**config.mk**
```make
export PLATFORM = sky130hd
export DESIGN_NAME = i2c_addr_slave
export DESIGN_NICKNAME = d
export VERILOG_FILES = /design/src/rtl/i2c_slv_pkg.sv /design/src/rtl/i2c_slv_sync.sv /design/src/rtl/i2c_slv_rxhold.sv /design/src/rtl/i2c_slv_ctrl.sv /design/src/rtl/i2c_addr_slave.sv
export SDC_FILE = /design/constraint.sdc
export NUM_CORES = 1
export LEC_CHECK = 0
export CELL_PAD_IN_SITES_DETAIL_PLACEMENT = 1
export CELL_PAD_IN_SITES_GLOBAL_PLACEMENT = 1
export CORE_MARGIN = 3
export CORE_UTILIZATION = 47
export CTS_BUF_LIST = sky130_fd_sc_hd__clkbuf_4 sky130_fd_sc_hd__clkbuf_8 sky130_fd_sc_hd__clkbuf_16
export CTS_CLUSTER_DIAMETER = 200
export DETAILED_ROUTE_END_ITERATION = 10
export HOLD_SLACK_MARGIN = 0.08
export PLACE_DENSITY = 0.86
export SLEW_MARGIN = 40
export SYNTH_ARGS = -nofsm -noshare
export SYNTH_HDL_FRONTEND = slang
export SYNTH_HIERARCHICAL = 1
export SYNTH_SLANG_ARGS = --single-unit
```
**constraint.sdc**
```tcl
create_clock -name clk -period 5.1 [get_ports clk]
set_clock_uncertainty 0.2 [all_clocks]
set_input_delay 1.53 -clock clk [delete_from_list [all_inputs] [get_ports clk]]
set_output_delay 1.53 -clock clk [all_outputs]
set_load 0.01 [all_outputs]
```
**src/rtl/i2c_slv_pkg.sv**
```systemverilog
package i2c_slv_pkg;
  localparam int BYTE_W = 8;
  localparam int ADDR_W = BYTE_W - 1;
  localparam int CNT_W  = $clog2(BYTE_W + 1);

  typedef enum logic [3:0] {
    ST_IDLE,
    ST_ADDR,
    ST_ADDR_ACK,
    ST_RX_HOLD,
    ST_RX_BYTE,
    ST_RX_ACK,
    ST_TX_HOLD,
    ST_TX_REL,
    ST_TX_BYTE,
    ST_TX_ACK,
    ST_IGNORE
  } slv_state_e;
endpackage

```
**src/rtl/i2c_slv_sync.sv**
```systemverilog
module i2c_slv_sync #(
  parameter int STAGES = 2
) (
  input  logic clk,
  input  logic rst_n,
  input  logic scl_i,
  input  logic sda_i,
  output logic scl_s,
  output logic sda_s,
  output logic scl_rise,
  output logic scl_fall,
  output logic start_det,
  output logic stop_det
);
  localparam int LANES   = 2;
  localparam int L_SCL   = 1;
  localparam int L_SDA   = 0;

  logic [LANES-1:0] line_in;
  logic [LANES-1:0] line_s;
  logic [LANES-1:0] line_d;

  assign line_in = {scl_i, sda_i};

  for (genvar g = 0; g < LANES; g++) begin : g_lane
    logic [STAGES-1:0] chain;
    always_ff @(posedge clk or negedge rst_n) begin
      if (!rst_n) chain <= '1;
      else        chain <= {chain[STAGES-2:0], line_in[g]};
    end
    assign line_s[g] = chain[STAGES-1];
  end

  always_ff @(posedge clk or negedge rst_n) begin
    if (!rst_n) line_d <= '1;
    else        line_d <= line_s;
  end

  assign scl_s     = line_s[L_SCL];
  assign sda_s     = line_s[L_SDA];
  assign scl_rise  = line_s[L_SCL] & ~line_d[L_SCL];
  assign scl_fall  = ~line_s[L_SCL] & line_d[L_SCL];
  assign start_det = line_s[L_SCL] & line_d[L_SCL] & line_d[L_SDA] & ~line_s[L_SDA];
  assign stop_det  = line_s[L_SCL] & line_d[L_SCL] & ~line_d[L_SDA] & line_s[L_SDA];
endmodule

```
**src/rtl/i2c_slv_rxhold.sv**
```systemverilog
module i2c_slv_rxhold
  import i2c_slv_pkg::*;
(
  input  logic              clk,
  input  logic              rst_n,
  input  logic              load,
  input  logic [BYTE_W-1:0] din,
  input  logic              rx_ready,
  output logic              rx_valid,
  output logic [BYTE_W-1:0] rx_data
);
  always_ff @(posedge clk or negedge rst_n) begin
    if (!rst_n) begin
      rx_valid <= 1'b0;
      rx_data  <= '0;
    end else if (load) begin
      rx_valid <= 1'b1;
      rx_data  <= din;
    end else if (rx_valid && rx_ready) begin
      rx_valid <= 1'b0;
    end
  end

  AST_RX_HELD: assert property (@(posedge clk) disable iff (!rst_n)
    (rx_valid && !rx_ready) |=> (rx_valid && $stable(rx_data)));
  AST_NO_OVERWRITE: assert property (@(posedge clk) disable iff (!rst_n)
    load |-> !rx_valid);
endmodule

```
**src/rtl/i2c_slv_ctrl.sv**
```systemverilog
module i2c_slv_ctrl
  import i2c_slv_pkg::*;
(
  input  logic              clk,
  input  logic              rst_n,
  input  logic [ADDR_W-1:0] own_addr,
  input  logic              scl_s,
  input  logic              sda_s,
  input  logic              scl_rise,
  input  logic              scl_fall,
  input  logic              start_det,
  input  logic              stop_det,
  input  logic [BYTE_W-1:0] tx_data,
  input  logic              tx_valid,
  output logic              tx_ready,
  input  logic              rx_pending,
  input  logic              rx_ready,
  output logic              rx_load,
  output logic [BYTE_W-1:0] rx_byte,
  output logic              scl_oe,
  output logic              sda_oe,
  output logic              addr_irq,
  output logic              selected,
  output logic              read_mode
);
  localparam logic [CNT_W-1:0] LAST_BIT = CNT_W'(BYTE_W);

  slv_state_e        state;
  logic [BYTE_W-1:0] shreg;
  logic [CNT_W-1:0]  bitcnt;
  logic              rw_q;
  logic              sel_q;
  logic              mack;

  always_ff @(posedge clk or negedge rst_n) begin
    if (!rst_n) begin
      state    <= ST_IDLE;
      shreg    <= '0;
      bitcnt   <= '0;
      rw_q     <= 1'b0;
      sel_q    <= 1'b0;
      mack     <= 1'b0;
      scl_oe   <= 1'b0;
      sda_oe   <= 1'b0;
      addr_irq <= 1'b0;
      rx_load  <= 1'b0;
      rx_byte  <= '0;
    end else begin
      addr_irq <= 1'b0;
      rx_load  <= 1'b0;
      if (start_det) begin
        state  <= ST_ADDR;
        bitcnt <= '0;
        scl_oe <= 1'b0;
        sda_oe <= 1'b0;
        sel_q  <= 1'b0;
      end else if (stop_det) begin
        state  <= ST_IDLE;
        scl_oe <= 1'b0;
        sda_oe <= 1'b0;
        sel_q  <= 1'b0;
      end else begin
        unique case (state)
          ST_ADDR: begin
            if (scl_rise) begin
              shreg  <= {shreg[BYTE_W-2:0], sda_s};
              bitcnt <= bitcnt + 1'b1;
            end else if (scl_fall && bitcnt == LAST_BIT) begin
              if (shreg[BYTE_W-1:1] == own_addr) begin
                sda_oe <= 1'b1;
                rw_q   <= shreg[0];
                state  <= ST_ADDR_ACK;
              end else begin
                state  <= ST_IGNORE;
              end
            end
          end
          ST_ADDR_ACK: begin
            if (scl_fall) begin
              sda_oe   <= 1'b0;
              scl_oe   <= 1'b1;
              addr_irq <= 1'b1;
              sel_q    <= 1'b1;
              bitcnt   <= '0;
              state    <= rw_q ? ST_TX_HOLD : ST_RX_HOLD;
            end
          end
          ST_RX_HOLD: begin
            if (!rx_pending && rx_ready) begin
              scl_oe <= 1'b0;
              bitcnt <= '0;
              state  <= ST_RX_BYTE;
            end
          end
          ST_RX_BYTE: begin
            if (scl_rise) begin
              shreg  <= {shreg[BYTE_W-2:0], sda_s};
              bitcnt <= bitcnt + 1'b1;
            end else if (scl_fall && bitcnt == LAST_BIT) begin
              rx_load <= 1'b1;
              rx_byte <= shreg;
              sda_oe  <= 1'b1;
              state   <= ST_RX_ACK;
            end
          end
          ST_RX_ACK: begin
            if (scl_fall) begin
              sda_oe <= 1'b0;
              scl_oe <= 1'b1;
              state  <= ST_RX_HOLD;
            end
          end
          ST_TX_HOLD: begin
            if (tx_valid) begin
              shreg  <= tx_data;
              sda_oe <= ~tx_data[BYTE_W-1];
              state  <= ST_TX_REL;
            end
          end
          ST_TX_REL: begin
            scl_oe <= 1'b0;
            bitcnt <= '0;
            state  <= ST_TX_BYTE;
          end
          ST_TX_BYTE: begin
            if (scl_rise) begin
              bitcnt <= bitcnt + 1'b1;
            end else if (scl_fall) begin
              if (bitcnt == LAST_BIT) begin
                sda_oe <= 1'b0;
                state  <= ST_TX_ACK;
              end else begin
                shreg  <= {shreg[BYTE_W-2:0], 1'b0};
                sda_oe <= ~shreg[BYTE_W-2];
              end
            end
          end
          ST_TX_ACK: begin
            if (scl_rise) begin
              mack <= ~sda_s;
            end else if (scl_fall) begin
              if (mack) begin
                scl_oe <= 1'b1;
                state  <= ST_TX_HOLD;
              end else begin
                sel_q  <= 1'b0;
                state  <= ST_IGNORE;
              end
            end
          end
          default: ;
        endcase
      end
    end
  end

  assign tx_ready  = (state == ST_TX_HOLD);
  assign selected  = sel_q;
  assign read_mode = sel_q & rw_q;

  AST_SDA_MOVES_LOW: assert property (@(posedge clk) disable iff (!rst_n)
    (sda_oe != $past(sda_oe)) |-> !$past(scl_s));
  AST_TXRDY_STRETCHED: assert property (@(posedge clk) disable iff (!rst_n)
    tx_ready |-> scl_oe);
  AST_IRQ_STRETCH: assert property (@(posedge clk) disable iff (!rst_n)
    addr_irq |-> (scl_oe && selected));
  AST_IRQ_ONE_CYCLE: assert property (@(posedge clk) disable iff (!rst_n)
    addr_irq |=> !addr_irq);
  AST_IGNORE_SILENT: assert property (@(posedge clk) disable iff (!rst_n)
    (state == ST_IGNORE) |-> (!scl_oe && !sda_oe && !addr_irq && !rx_load));
  AST_STOP_RELEASE: assert property (@(posedge clk) disable iff (!rst_n)
    stop_det |=> (!scl_oe && !sda_oe && !selected));
endmodule

```
**src/rtl/i2c_addr_slave.sv**
```systemverilog
module i2c_addr_slave
  import i2c_slv_pkg::*;
#(
  parameter int SYNC_STAGES = 2
) (
  input  logic              clk,
  input  logic              rst_n,
  input  logic [ADDR_W-1:0] own_addr,
  input  logic              scl_i,
  input  logic              sda_i,
  output logic              scl_oe,
  output logic              sda_oe,
  input  logic [BYTE_W-1:0] tx_data,
  input  logic              tx_valid,
  output logic              tx_ready,
  output logic [BYTE_W-1:0] rx_data,
  output logic              rx_valid,
  input  logic              rx_ready,
  output logic              addr_irq,
  output logic              selected,
  output logic              read_mode
);
  logic scl_s, sda_s, scl_rise, scl_fall, start_det, stop_det;
  logic rx_load;
  logic [BYTE_W-1:0] rx_byte;

  i2c_slv_sync #(.STAGES(SYNC_STAGES)) u_sync (
    .clk       (clk),
    .rst_n     (rst_n),
    .scl_i     (scl_i),
    .sda_i     (sda_i),
    .scl_s     (scl_s),
    .sda_s     (sda_s),
    .scl_rise  (scl_rise),
    .scl_fall  (scl_fall),
    .start_det (start_det),
    .stop_det  (stop_det)
  );

  i2c_slv_ctrl u_ctrl (
    .clk        (clk),
    .rst_n      (rst_n),
    .own_addr   (own_addr),
    .scl_s      (scl_s),
    .sda_s      (sda_s),
    .scl_rise   (scl_rise),
    .scl_fall   (scl_fall),
    .start_det  (start_det),
    .stop_det   (stop_det),
    .tx_data    (tx_data),
    .tx_valid   (tx_valid),
    .tx_ready   (tx_ready),
    .rx_pending (rx_valid),
    .rx_ready   (rx_ready),
    .rx_load    (rx_load),
    .rx_byte    (rx_byte),
    .scl_oe     (scl_oe),
    .sda_oe     (sda_oe),
    .addr_irq   (addr_irq),
    .selected   (selected),
    .read_mode  (read_mode)
  );

  i2c_slv_rxhold u_rxh (
    .clk      (clk),
    .rst_n    (rst_n),
    .load     (rx_load),
    .din      (rx_byte),
    .rx_ready (rx_ready),
    .rx_valid (rx_valid),
    .rx_data  (rx_data)
  );
endmodule

```
Word-level counts from Yosys, hierarchy flattened

Index checks and enable logic that the tools add are counted.

Register bits after elaboration: 46
Latch bits: 0
Bits in writable memories: 0
ROM bits: 0
Word-level logic and storage cells: 163
Memories kept: 0

Add/subtract/negate cells: 1
Multipliers: 0
Divide/modulo/power cells: 0
Order comparisons: 0
Equality and inequality tests: 37
Shift-type cells: 0
Mux-type cells: 69
Bitwise gates (word level): 17
Reduce and logical (&&, ||, !) cells: 23

Operator list:

| kind                                                   | number |
|---|---|
| 2-to-1 mux 4 bit                                       | 22 |
| 2-to-1 mux 8 bit                                       | 5 |
| inequality test 4 x 3 -> 1 bit (second input constant) | 10 |
| one-hot mux 4 bit (9 select lines)                     | 1 |
| 2-to-1 mux 1 bit                                       | 35 |
| one-hot mux 8 bit (3 select lines)                     | 1 |
| inequality test 4 bit (second input constant)          | 5 |
| equality test 4 x 3 -> 1 bit (second input constant)   | 4 |
| one-hot mux 4 bit (4 select lines)                     | 1 |
| AND reduction 5 bit                                    | 3 |
| AND reduction 14 bit                                   | 1 |
| equality test 4 bit (second input constant)            | 3 |
| AND reduction 6 bit                                    | 2 |
| nonzero test 11 bit                                    | 1 |
| AND reduction 10 bit                                   | 1 |
| inverter 1 bit                                         | 9 |
| bitwise AND 1 bit                                      | 8 |
| equality test 4 x 2 -> 1 bit (second input constant)   | 2 |
| inequality test 2 bit (second input constant)          | 4 |
| AND reduction 8 bit                                    | 1 |
| equality test 7 bit                                    | 1 |
| nonzero test 7 bit                                     | 1 |
| inequality test 3 x 2 -> 1 bit (second input constant) | 2 |
| nonzero test 6 bit                                     | 1 |
| 19 further kinds                                       | 23 |

Longest topological paths before layout

Depth after elaboration: 8
Gate-level depth with buffers: 8
Gate-level depth less buffers: 7

By module

The synthesis kept the hierarchy.

Modules (own cells, without submodules):

| module         | times used | cells each | area each (µm²) | sequential area each (µm²) |
|---|---|---|---|---|
| i2c_slv_ctrl   | 1          | 207        | 2060.7          | 775.7 |
| i2c_slv_rxhold | 1          | 20         | 369.1           | 225.2 |
| i2c_slv_sync   | 1          | 10         | 190.2           | 157.7 |

Worst setup path after synthesis

Ideal clock, no wire load.

Path type: input to register
Start: in own_addr[5]
End: reg u_ctrl.rw_q
Setup time: 125 ps
Arrival time: 2606 ps
Required time: 4775 ps
Slack: 2169 ps
Stages: 5
Cell sequence: xor2_1 > nor4_1 > nand2_1 > nor3_1 > mux2_2

Word-level cells in the longest chain between the ends: 2

RTL lines:

| element                              | line                | RTL |
|---|---|---|
| start: declaration                   | i2c_addr_slave.sv:8 | `input logic [ADDR_W-1:0] own_addr,` |
| equality test 7 bit                  | i2c_slv_ctrl.sv:69  | `if (shreg[BYTE_W-1:1] == own_addr) begin` |
| AND reduction 6 bit (no source line) | -                   |  |
| end signal: assignment               | i2c_slv_ctrl.sv:71  | `rw_q <= shreg[0];` |
| end: declaration                     | i2c_slv_ctrl.sv:31  | `logic rw_q;` |

Every way passes these cells.
A chain may end at the register's enable or synchronous reset.

Final worst setup path

Start: reg u_ctrl.state[2]
End: out tx_ready

Word-level cells in the longest chain between the ends: 1

RTL lines:

| element                      | line                 | RTL |
|---|---|---|
| start: declaration           | i2c_slv_ctrl.sv:28   | `slv_state_e state;` |
| start signal: assignment     | i2c_slv_ctrl.sv:85   | `state <= rw_q ? ST_TX_HOLD : ST_RX_HOLD;` |
| equality test 4 x 3 -> 1 bit | i2c_slv_ctrl.sv:157  | `assign tx_ready = (state == ST_TX_HOLD);` |
| end: declaration             | i2c_addr_slave.sv:15 | `output logic tx_ready,` |

Every way passes these cells.

==> results.py <==
metrics = {
    "status": {
        "status": "finished clean",
    },
    "clock_network": {
        "clk_latency_ns": 0.31,
        "cts_root_buffer": "clkbuf_8",
        "cts_resized": 0,
        "cts_setup_buffers": 0,
        "h-tree-depth": 2,
        "cts_buffers": 5,
        "cts_tree": "built",
        "clk_path_buf_depth": 2,
        "hold_buffers": 0,
        "path_clk_slew_ns": 0.10,
        "cts_sinks": 46,
    },
    "worst_setup_path": {
        "worstPathMaxFanout": 24,
        "crit_path_top_delay_cell": "dfrtp_1",
        "cp.arrival_ns": 2.10,
        "crit_path_end_kind": "output pin",
        "critPathRequiredTime_ns": 3.37,
        "path_cells": "and4bb_1, clkdlybuf4s50_1",
        "reg2reg_depth": 6,
        "critical-path-max-stage-delay_ns": 0.88,
        "reg2reg_to": "u_ctrl/shreg[3]",
        "ff2ff_setup_slack_ns": 2.23,
        "crit_type": "reg -> out",
        "reg2reg_from": "u_sync/line_d[1]",
        "critPathLaunchType": "flip-flop",
    },
    "global_routing": {
        "grt_max_degree": 47,
        "grt_antenna_before_repair": 0,
        "grt_pass1_vias": 2222,
        "gr-total-overflow": 0,
        "grt_pass1_wl_um": 11760,
        "grt_use_total_pct": 23.90,
    },
    "power": {
        "irDropWorstVdd_mv": 0.1874,
        "powerDensity_nw_per_um2": 443.3,
        "leakagePower_nw": 1.305,
    },
    "detailed_routing": {
        "viasPerCell": 6.053,
        "wire_per_inst_um": 20.34,
        "wl_met1_um": 2850,
        "vias": 2040,
        "drtIter0Drc": 190,
        "drc": 0,
        "met3_length_um": 393,
        "drtPass1Iterations": 4,
        "wl_met2_um": 3510,
        "antenna_left": 0,
        "routed_wl_um": 6853,
        "dr.max_layer_used": "met4",
    },
    "yosys": {
        "yosysTopAreaCell": "dfrtp_1",
        "synth-adder-area-share_pct": 0.9551,
        "yosysMostFrequentCell": "dfrtp_1",
        "async_flop_share_pct": 100.0,
        "synth-main-ff-cell": "dfrtp_1",
        "synthTopCellsByArea": "dfrtp_1 (38%), dfstp_2 (6.0%), mux2_4 (4.6%)",
        "yosysUniqueCellTypes": 66,
        "synth_area_sq_um": 2620,
        "synth_mux_area_share_pct": 12.37,
        "synth_xor_area_share_pct": 3.009,
        "synth.top_cells.by_count": "dfrtp_1 (40), nor2_1 (15), a21oi_1 (14)",
        "ys_seq_area_share_pct": 44.22,
        "synth_compound_area_share_pct": 17.34,
        "ys_seq_elements": 46,
        "avgSynthCellArea_sq_um": 11.05,
        "synth_edf_count": 0,
        "yosysWarningCount": 6,
        "synth_simple_gate_area_share_pct": 17.67,
        "syn_inst": 237,
        "synth_top_family_by_area": "simple AND/OR/NAND/NOR gates",
        "yosysTopAreaCellShare_pct": 38.20,
        "synth_fp_nets": 260,
    },
    "floorplan": {
        "ios": 36,
        "start_util_pct": 50.02,
        "die_h_um": 80.66,
        "die-area_sq_um": 6506,
        "placementRows": 26,
        "core_area_sq_um": 5238,
        "die_x_um": 80.66,
    },
    "place": {
        "dp_hpwl_um": 4837,
        "dp_cells": 329,
        "gp_congestion": 0.8392,
        "portBuffers": 35,
    },
    "min_path": {
        "hold_class": "reg -> reg",
        "min_to": "u_sync/g_lane[0].chain[1]",
        "holdCritStartpoint": "u_sync/g_lane[0].chain[0]",
        "hold_path_depth": 0,
    },
    "timing": {
        "setup_tns_ns": 0,
        "min_period_ns": 3.825,
        "final-hold-violation-count": 0,
        "finalSetupViolCount": 0,
        "slew_violations": 0,
        "worstMarginPinSlew_ns": 0.8104,
        "rsz0062_at_grt": "false",
        "holdWs_ns": 0.1615,
        "final.period_utilization_pct": 75.01,
        "fmax_mhz": 261.4,
        "max_slew_margin_pct": 45.98,
    },
    "final_layout": {
        "diodes": 0,
        "layout.nets": 289,
        "syn_to_final_growth_pct": 17.43,
        "drive_gt1_share_pct": 16.85,
        "instances_no_fill": 337,
    },
    "flow_run": {
        "drv_cap": 0,
    },
}
## cells in the final DEF (no fill, tap or decap), types with 3 or more instances in the layout
| cell type | instances |
|---|---|
| dfrtp_1 | 40 |
| xor2_1 | 8 |
| mux2i_1 | 8 |
| nand2_1 | 9 |
| inv_1 | 9 |
| clkdlybuf4s50_1 | 34 |
| clkbuf_8 | 5 |
| o21ai_0 | 5 |
| dfstp_2 | 6 |
| nor3b_1 | 3 |
| nor3_1 | 5 |
| mux2_4 | 8 |
| nand2b_1 | 5 |
| nor2_1 | 15 |
| mux2_1 | 8 |
| o2bb2ai_1 | 3 |
| nor2b_1 | 8 |
| a21oi_1 | 14 |
| a22oi_1 | 3 |
| mux2_2 | 3 |
| or3_1 | 3 |
## routing by layer
layer,up-vias,GRT usage (%)
met1,1036,29.99
met3,10,5.045
met4,0,7.264
li1,925,-
met5,-,0
met2,69,41.06
## cell families (layout without fill, tap and decap cells)
logic type / count (synthesis) / in the layout
AOI/OAI and AO/OA: 56 / 56
xor gates and xnor gates: 9 / 9
adders and majority gates: 2 / 2
buffers and inverters: 23 / 53
DFF: 46 / 46
muxes: 27 / 27
and+or+nand+nor: 74 / 74
## flip-flops by register name, summed over array words and instances (netlist names)
signal / count
u_ctrl/addr_irq: 1
u_sync/g_lane.chain: 4
u_ctrl/rx_load: 1
u_ctrl/rx_byte: 8
u_ctrl/sda_oe: 1
u_rxh/rx_valid: 1
u_ctrl/shreg: 8
u_rxh/rx_data: 8
u_sync/line_d: 2
u_ctrl/state: 4
u_ctrl/bitcnt: 4
u_ctrl/selected: 1
u_ctrl/scl_oe: 1
u_ctrl/rw_q: 1
u_ctrl/mack: 1
## worst max-delay path: cells and delay by family, from the launching register on
kind                   cells  cell delay (ns)
buffers and inverters      1             0.57
DFF                        1             0.88
and+or+nand+nor            1             0.33
## power breakdown
group	internal [mW]	total [mW]	leakage (nW)	switching (mW)
combinational	0.261	0.549	0.680	0.288
sequential	0.428	0.577	0.581	0.149
clock	0.0992	0.238	0.0447	0.139
total	0.788	1.36	1.31	0.576
## worst max path at each step
stage,startpoint,endpoint,slack [ns]
final,u_ctrl/state[2],tx_ready,1.27
after global routing,u_ctrl/state[1],tx_ready,1.19
after CTS,u_ctrl/state[2],tx_ready,1.29
after detailed placement,rx_ready,u_ctrl/state[0],1.56
after global placement,own_addr[5],u_ctrl/rw_q,1.62
after floorplan,own_addr[5],u_ctrl/rw_q,2.17
## area by class of cell
| cell class | count | area, sq um |
|---|---|---|
| clock buffer | 5 | 68.82 |
| clock inverter | 3 | 25.02 |
| sequential | 46 | 1159 |
| fill | 576 | 2161 |
| tap | 70 | 87.58 |
| multi-input combinational | 168 | 1348 |
| timing repair buffer | 36 | 355.3 |
| inverter | 9 | 33.78 |
## per-stage QoR
step / worst slack (ns) / util (%) / power [mW] / cell area (sq um)
floorplan: 2.169 / - / 0.9572 / 2620
global placement: 1.621 / 56.86 / 1.088 / 2978
detailed placement: 1.564 / 56.90 / 1.123 / 2980
CTS: 1.293 / 58.70 / 1.366 / 3074
global route: 1.191 / 58.74 / 1.467 / 3077
finish: 1.275 / 58.74 / 1.364 / 3077
Power figures use the tool's default switching activity.
